## src/rtl/timer_pkg.sv

```systemverilog
package timer_pkg;
    localparam int NUM_CH   = 3;
    localparam int CNT_W    = 16;
    localparam int BYTE_W   = 8;
    localparam int DIGITS   = CNT_W / 4;
    localparam int ADDR_W   = $clog2(NUM_CH + 1);
    localparam int SETUP_W  = 6;

    typedef enum logic [1:0] {
        ACC_LATCH = 2'b00,
        ACC_LO    = 2'b01,
        ACC_HI    = 2'b10,
        ACC_BOTH  = 2'b11
    } acc_e;

    typedef struct packed {
        acc_e              acc;
        logic [2:0]        mode;
        logic              bcd;
        logic [CNT_W-1:0]  reload;
        logic [CNT_W-1:0]  count;
        logic              running;
        logic              pending;
        logic              wr_hi;
        logic              rd_hi;
        logic              latched;
        logic [CNT_W-1:0]  hold;
        logic              irq;
    } chan_t;

    // Decimal down-step: each digit borrows from the one above it.
    function automatic logic [CNT_W-1:0] bcd_dec(input logic [CNT_W-1:0] v);
        logic [CNT_W-1:0] r;
        logic             borrow;
        r      = v;
        borrow = 1'b1;
        for (int k = 0; k < DIGITS; k++) begin
            if (borrow) begin
                if (v[4*k +: 4] == 4'd0) begin
                    r[4*k +: 4] = 4'd9;
                end else begin
                    r[4*k +: 4] = v[4*k +: 4] - 4'd1;
                    borrow      = 1'b0;
                end
            end
        end
        return r;
    endfunction
endpackage

```

## src/rtl/timer_decode.sv

```systemverilog
module timer_decode
    import timer_pkg::*;
#(
    parameter int N_CH = NUM_CH,
    parameter int A_W  = ADDR_W
) (
    input  logic           sel,
    input  logic [A_W-1:0] addr,
    input  logic           wr_en,
    input  logic           rd_en,
    input  logic [A_W-1:0] sc,
    output logic [N_CH-1:0] ctrl_hit,
    output logic [N_CH-1:0] data_wr,
    output logic [N_CH-1:0] data_rd
);
    localparam logic [A_W-1:0] SETUP_ADDR = A_W'(N_CH);

    logic wr_q;
    logic rd_q;

    assign wr_q = sel && wr_en;
    assign rd_q = sel && rd_en && !wr_en;

    for (genvar i = 0; i < N_CH; i++) begin : g_dec
        assign ctrl_hit[i] = wr_q && (addr == SETUP_ADDR) && (sc == A_W'(i));
        assign data_wr[i]  = wr_q && (addr == A_W'(i));
        assign data_rd[i]  = rd_q && (addr == A_W'(i));
    end
endmodule

```

## src/rtl/timer_channel.sv

```systemverilog
module timer_channel
    import timer_pkg::*;
(
    input  logic               clk,
    input  logic               rst_n,
    input  logic               ctrl_wr,
    input  logic [SETUP_W-1:0] ctrl_byte,
    input  logic               data_wr,
    input  logic               data_rd,
    input  logic [BYTE_W-1:0]  wdata,
    input  logic               tick,
    output logic [BYTE_W-1:0]  rdata,
    output logic               wave,
    output logic               irq
);
    localparam logic [CNT_W-1:0] ONE = CNT_W'(1);

    chan_t              st_q;
    chan_t              st_d;
    logic [CNT_W-1:0]   src;
    logic [BYTE_W-1:0]  rbyte;
    logic               latch_cmd;
    logic               setup;
    logic               rate;

    always_comb begin
        st_d      = st_q;
        st_d.irq  = 1'b0;
        rate      = (st_q.mode[1:0] == 2'b10);
        latch_cmd = ctrl_wr && (ctrl_byte[5:4] == ACC_LATCH);
        setup     = ctrl_wr && !latch_cmd;
        src       = st_q.latched ? st_q.hold : st_q.count;

        case (st_q.acc)
            ACC_HI:   rbyte = src[CNT_W-1 -: BYTE_W];
            ACC_BOTH: rbyte = st_q.rd_hi ? src[CNT_W-1 -: BYTE_W] : src[BYTE_W-1:0];
            default:  rbyte = src[BYTE_W-1:0];
        endcase

        // counting step
        if (tick && !setup && !data_wr) begin
            if (st_q.pending) begin
                st_d.count   = st_q.reload;
                st_d.pending = 1'b0;
                st_d.running = 1'b1;
            end else if (st_q.running) begin
                if (st_q.count == ONE) begin
                    st_d.count = st_q.reload;
                    st_d.irq   = rate;
                end else begin
                    st_d.count = st_q.bcd ? bcd_dec(st_q.count) : st_q.count - ONE;
                end
            end
        end

        if (latch_cmd && !st_q.latched) begin
            st_d.latched = 1'b1;
            st_d.hold    = st_q.count;
        end

        if (setup) begin
            st_d.acc     = acc_e'(ctrl_byte[5:4]);
            st_d.mode    = ctrl_byte[3:1];
            st_d.bcd     = ctrl_byte[0];
            st_d.running = 1'b0;
            st_d.pending = 1'b0;
            st_d.wr_hi   = 1'b0;
            st_d.rd_hi   = 1'b0;
            st_d.latched = 1'b0;
        end

        if (data_wr) begin
            case (st_q.acc)
                ACC_LO: begin
                    st_d.reload  = {{(CNT_W-BYTE_W){1'b0}}, wdata};
                    st_d.pending = 1'b1;
                end
                ACC_HI: begin
                    st_d.reload  = {wdata, {(CNT_W-BYTE_W){1'b0}}};
                    st_d.pending = 1'b1;
                end
                ACC_BOTH: begin
                    if (!st_q.wr_hi) begin
                        st_d.reload[BYTE_W-1:0] = wdata;
                        st_d.wr_hi              = 1'b1;
                        st_d.running            = 1'b0;
                        st_d.pending            = 1'b0;
                    end else begin
                        st_d.reload[CNT_W-1 -: BYTE_W] = wdata;
                        st_d.wr_hi                     = 1'b0;
                        st_d.pending                   = 1'b1;
                    end
                end
                default: ;
            endcase
        end

        if (data_rd) begin
            if (st_q.acc == ACC_BOTH) begin
                if (!st_q.rd_hi) begin
                    st_d.rd_hi = 1'b1;
                end else begin
                    st_d.rd_hi   = 1'b0;
                    st_d.latched = 1'b0;
                end
            end else begin
                st_d.latched = 1'b0;
            end
        end

        rdata = data_rd ? rbyte : '0;
        wave  = !(st_q.running && rate && (st_q.count == ONE));
        irq   = st_q.irq;
    end

    always_ff @(posedge clk or negedge rst_n) begin
        if (!rst_n) begin
            st_q     <= '0;
            st_q.acc <= ACC_BOTH;
        end else begin
            st_q <= st_d;
        end
    end
endmodule

```

## src/rtl/tri_interval_timer.sv

```systemverilog
module tri_interval_timer
    import timer_pkg::*;
(
    input  logic                clk,
    input  logic                rst_n,
    input  logic                sel,
    input  logic [ADDR_W-1:0]   addr,
    input  logic                wr_en,
    input  logic                rd_en,
    input  logic [BYTE_W-1:0]   wdata,
    output logic [BYTE_W-1:0]   rdata,
    input  logic [NUM_CH-1:0]   cnt_en,
    input  logic [NUM_CH-1:0]   gate,
    output logic [NUM_CH-1:0]   wave_out,
    output logic [NUM_CH-1:0]   tc_irq
);
    logic [NUM_CH-1:0] ctrl_hit;
    logic [NUM_CH-1:0] data_wr;
    logic [NUM_CH-1:0] data_rd;
    logic [BYTE_W-1:0] ch_rdata [NUM_CH];

    timer_decode #(.N_CH(NUM_CH), .A_W(ADDR_W)) dec_i (
        .sel      (sel),
        .addr     (addr),
        .wr_en    (wr_en),
        .rd_en    (rd_en),
        .sc       (wdata[BYTE_W-1 -: ADDR_W]),
        .ctrl_hit (ctrl_hit),
        .data_wr  (data_wr),
        .data_rd  (data_rd)
    );

    for (genvar i = 0; i < NUM_CH; i++) begin : g_ch
        timer_channel ch_i (
            .clk       (clk),
            .rst_n     (rst_n),
            .ctrl_wr   (ctrl_hit[i]),
            .ctrl_byte (wdata[SETUP_W-1:0]),
            .data_wr   (data_wr[i]),
            .data_rd   (data_rd[i]),
            .wdata     (wdata),
            .tick      (cnt_en[i] && gate[i]),
            .rdata     (ch_rdata[i]),
            .wave      (wave_out[i]),
            .irq       (tc_irq[i])
        );
    end

    always_comb begin
        rdata = '0;
        for (int i = 0; i < NUM_CH; i++) begin
            rdata = rdata | ch_rdata[i];
        end
    end
endmodule

```

## config.mk

```make
export PLATFORM = sky130hd
export DESIGN_NAME = tri_interval_timer
export DESIGN_NICKNAME = d
export VERILOG_FILES = /design/src/rtl/timer_pkg.sv /design/src/rtl/timer_decode.sv /design/src/rtl/timer_channel.sv /design/src/rtl/tri_interval_timer.sv
export SDC_FILE = /design/constraint.sdc
export NUM_CORES = 1
export LEC_CHECK = 0
export ABC_AREA = 1
export BUFFER_PORTS_ARGS = -buffer_cell sky130_fd_sc_hd__buf_4
export CELL_PAD_IN_SITES_DETAIL_PLACEMENT = 0
export CELL_PAD_IN_SITES_GLOBAL_PLACEMENT = 2
export CORE_UTILIZATION = 33
export DETAILED_ROUTE_END_ITERATION = 16
export GPL_TIMING_DRIVEN = 0
export MAX_ROUTING_LAYER = met4
export PLACE_DENSITY_LB_ADDON = 0.25
export SYNTH_ARGS = -nofsm -noshare
export SYNTH_HDL_FRONTEND = slang
export SYNTH_SLANG_ARGS = --single-unit
```

## constraint.sdc

```tcl
create_clock -name clk -period 1.6 [get_ports clk]
set_input_delay 0.08 -clock clk [delete_from_list [all_inputs] [get_ports clk]]
set_output_delay 0.08 -clock clk [all_outputs]
set_load 0.02 [all_outputs]
```

==> out/metrics.csv <==
stage;metric;value;unit
logic_synthesis;synth_warnings;0;
finish;final_area;15270;um2
global_route;antenna_found_initial;0;
timing;slew_viol_final;0;
power;leakagePower;7.039;nW
die;die_w;181.5;um
worst_setup_path;rr_startpoint;g_ch[1].ch_i.st_q[26];
power;p_per_area;1669;nW/um2
power;power_frac_seq;27.9;%
clocking;cts-root-buf;clkbuf_16;
worst_setup_path;end_kind;primary output;
run;max_cap_violations;0;
routing;routed_via_density;5.029;
timing;hold_violations;0;
finish;multi_input_area;6869;um2
die;start_util;33.60;%
worst_setup_path;required;1520;ps
worst_setup_path;cp_data_arrival_time;2080;ps
clocking;cts.clk_slew.worst_paths;70;ps
logic_synthesis;syn_nets;1538;
finish;area_delta_synth_final;43.62;%
place;port-buffer-count;28;
routing;antenna_violating_nets_post_route;0;
timing;worst_pin_slew;845.9;ps
worst_setup_path;crit_path_start_kind;flip-flop;
finish;nFillCells;3174;
place;gp_congestion;0.8467;
logic_synthesis;ys.flop_type;dfrtp_1;
worst_setup_path;ff2ff_path_depth;13;
timing;skew;9.029;ps
timing;setup_viol;82;
clocking;clock_path_buffers;2;
clocking;cts_tree;built;
worst_hold_path;min_to;g_ch[1].ch_i.st_q[17];
die;core_area;31640;um2
timing;maxSlewHeadroom;43.60;%
status;status;finished with violations;
routing;drt_iter0_markers;706;
worst_setup_path;rr_endpoint;g_ch[1].ch_i.st_q[32];
power;p_switching;0.01129;W
power;pwr-share-comb;54.5;%
power;p_int;0.01419;W
global_route;grt_max_degree;93;
logic_synthesis;synth_area;10630;um2
global_route;overflow;0;
finish;regArea;4471;um2
place;dp.cells;1930;
worst_setup_path;crit_path_max_fanout;8;
clocking;htreeDepth;4;
clocking;insertion_delay;450;ps
die;fp-row-count;65;
clocking;cts.sinks;177;
timing;min_period;2158;ps
worst_hold_path;hold_depth;3;
routing;dr.pass1.iters;5;
finish;drive_gt1_share;35.96;%
routing;vias;10651;
place;dp_slack;-506.1;ps
status;violations;setup timing;
timing;fin_tns_setup;-10770;ps
power;power_switching_share;44.31;%
logic_synthesis;synth_seq_cells;177;
worst_setup_path;criticalPathCategory;reg2out;
place;dpl.hpwl;24990;um
die;die_area;32940;um2
logic_synthesis;synth_enable_flop_cells;0;
routing;route.detailed.wl_per_inst;17.78;um
routing;routed_wl;37650;um
finish;antenna_cells;0;
logic_synthesis;ys_types;39;
timing;finalWorstSetupSlack;-558.1;ps
logic_synthesis;async_flop_share;100.0;%
finish;final_cell_count_no_fill;2118;
timing;timing.hold.ws;25.08;ps
logic_synthesis;ys_seq_area_share;41.73;%
worst_hold_path;hold_class;in2reg;
timing;rsz0062_at_grt;yes;
logic_synthesis;avgSynthCellArea;7.092;um2
routing;drc;0;
worst_setup_path;rrSetupSlack;-240;ps
logic_synthesis;netlist_instances;1499;
global_route;grt_use_total;23.56;%
clocking;cts_buffers;17;
timing;finalCritPeriodShare;134.9;%
place;placed_area;11410;um2
power;ir_worst_vdd;0.8738;mV
global_route;grt_pass1_wl;57890;um
die;io-pin-count;35;
die;die_h;181.5;um
finish;finalNetCount;1742;
global_route;first_global_vias;10282;
worst_hold_path;hold_start;addr[1];
power;clock_power_share;17.5;%
timing;fmax;0.4634;GHz
==> repair_timing <==
item,CTS,global route
hold endpoints to repair,102,0
setup buffers,107,48
gates resized for setup,316,289
hold buffers,8,0
cloned,4,6
pin swaps,70,84
endpoints found under the setup margin,113,128
==> flip-flops by register name, summed over array words and instances, names as in the netlist <==
signal	flops
g_ch.ch_i.irq	3
g_ch.ch_i.st_q	174
==> metrics by stage <==
step	util, %	power, W
floorplan	-	0.01281
global placement	35.94	0.01534
detailed placement	36.05	0.01537
CTS	44.09	0.02319
global route	48.26	0.02728
finish	48.26	0.02548
==> power by group through the flow <==
stage / clock (W) / sequential, W / combinational (W)
after CTS: 0.00459 / 0.00701 / 0.0116
after global routing: 0.00477 / 0.00728 / 0.0152
after global placement: 0 / 0.00702 / 0.00832
after floorplan: 0 / 0.00670 / 0.00610
after detailed placement: 0 / 0.00703 / 0.00833
final: 0.00447 / 0.00711 / 0.0139
==> worst max path at each step <==
| stage | startpoint | to | cells after the start |
|---|---|---|---|
| final | g_ch[1].ch_i.st_q[58] | rdata[4] | 8 |
| after global routing | g_ch[2].ch_i.st_q[59] | rdata[1] | 9 |
| after CTS | g_ch[1].ch_i.st_q[58] | rdata[2] | 9 |
| after detailed placement | g_ch[1].ch_i.st_q[59] | rdata[2] | 7 |
| after global placement | rst_n | g_ch[0].ch_i.st_q[32] | 1 |
| after floorplan | g_ch[0].ch_i.st_q[30] | g_ch[0].ch_i.st_q[34] | 9 |
==> cells in the final DEF (no fill, tap or decap), types with 6 or more instances in the layout <==
master / count
o21ai_2: 31
clkbuf_2: 9
nor3_4: 8
dlygate4sd3_1: 8
buf_12: 7
nor2_1: 116
clkbuf_16: 18
o211ai_1: 7
ha_4: 16
buf_6: 66
nor3_1: 7
o22ai_1: 9
nand3_1: 103
nand2_2: 47
nand3_2: 53
inv_2: 26
o22ai_4: 8
dfstp_2: 6
xor2_1: 7
dfrtp_1: 144
o21ai_1: 61
nor2_2: 15
nand2_1: 312
clkbuf_1: 10
o21ai_0: 94
dfrtp_2: 27
o22ai_2: 10
nand2_4: 24
a21oi_1: 67
inv_1: 133
nor2_4: 61
buf_4: 123
==> area by class of cell <==
class | instances | area share, %
tap | 402 | 3.294
sequential | 177 | 29.28
timing repair buffer | 193 | 11.85
multi-input combinational | 1099 | 44.99
clock inverter | 12 | 1.041
clock buffer | 20 | 2.926
buffer | 45 | 2.245
inverter | 170 | 4.376
==> kinds of logic after synthesis <==
logic type / share of synthesized area [%]
buf+inv: 8.615
simple gates: 31.32
fa+ha+maj: 2.118
flops: 41.73
xor+xnor: 0.6591
compound gates: 15.56
==> cell usage after synthesis, types with 7 or more instances <==
master    number  share of area [%]
a21oi_1       72                3.4
buf_2         12               0.56
buf_4         11               0.78
clkbuf_1      27               0.95
dfrtp_1      171                 40
ha_1          18                2.1
inv_1        161                5.7
nand2_1      379                 13
nand2_2        7               0.41
nand3_1      158                7.4
nor2_1       183                6.5
nor3_1        10               0.47
o211ai_1       7               0.49
o21ai_0      167                7.9
o21ai_2       16                1.3
o22ai_1       27                1.6
xor2_1         7               0.58
==> per-layer routing <==
layer,GRT usage (%),share of wire (%)
met1,31.08,47
met2,38.00,48
met3,3.149,3.5
met4,6.136,2.1
met5,-,0
==> critical path, stage by stage (launching register included) <==
cell     delay, ps
dfstp_2        590
ha_4           160
buf_6          110
a21oi_4         60
buf_12         160
o22ai_4        190
nand2_2        120
nand3_2        120
buf_6          120
Power figures use the tool's default switching activity.
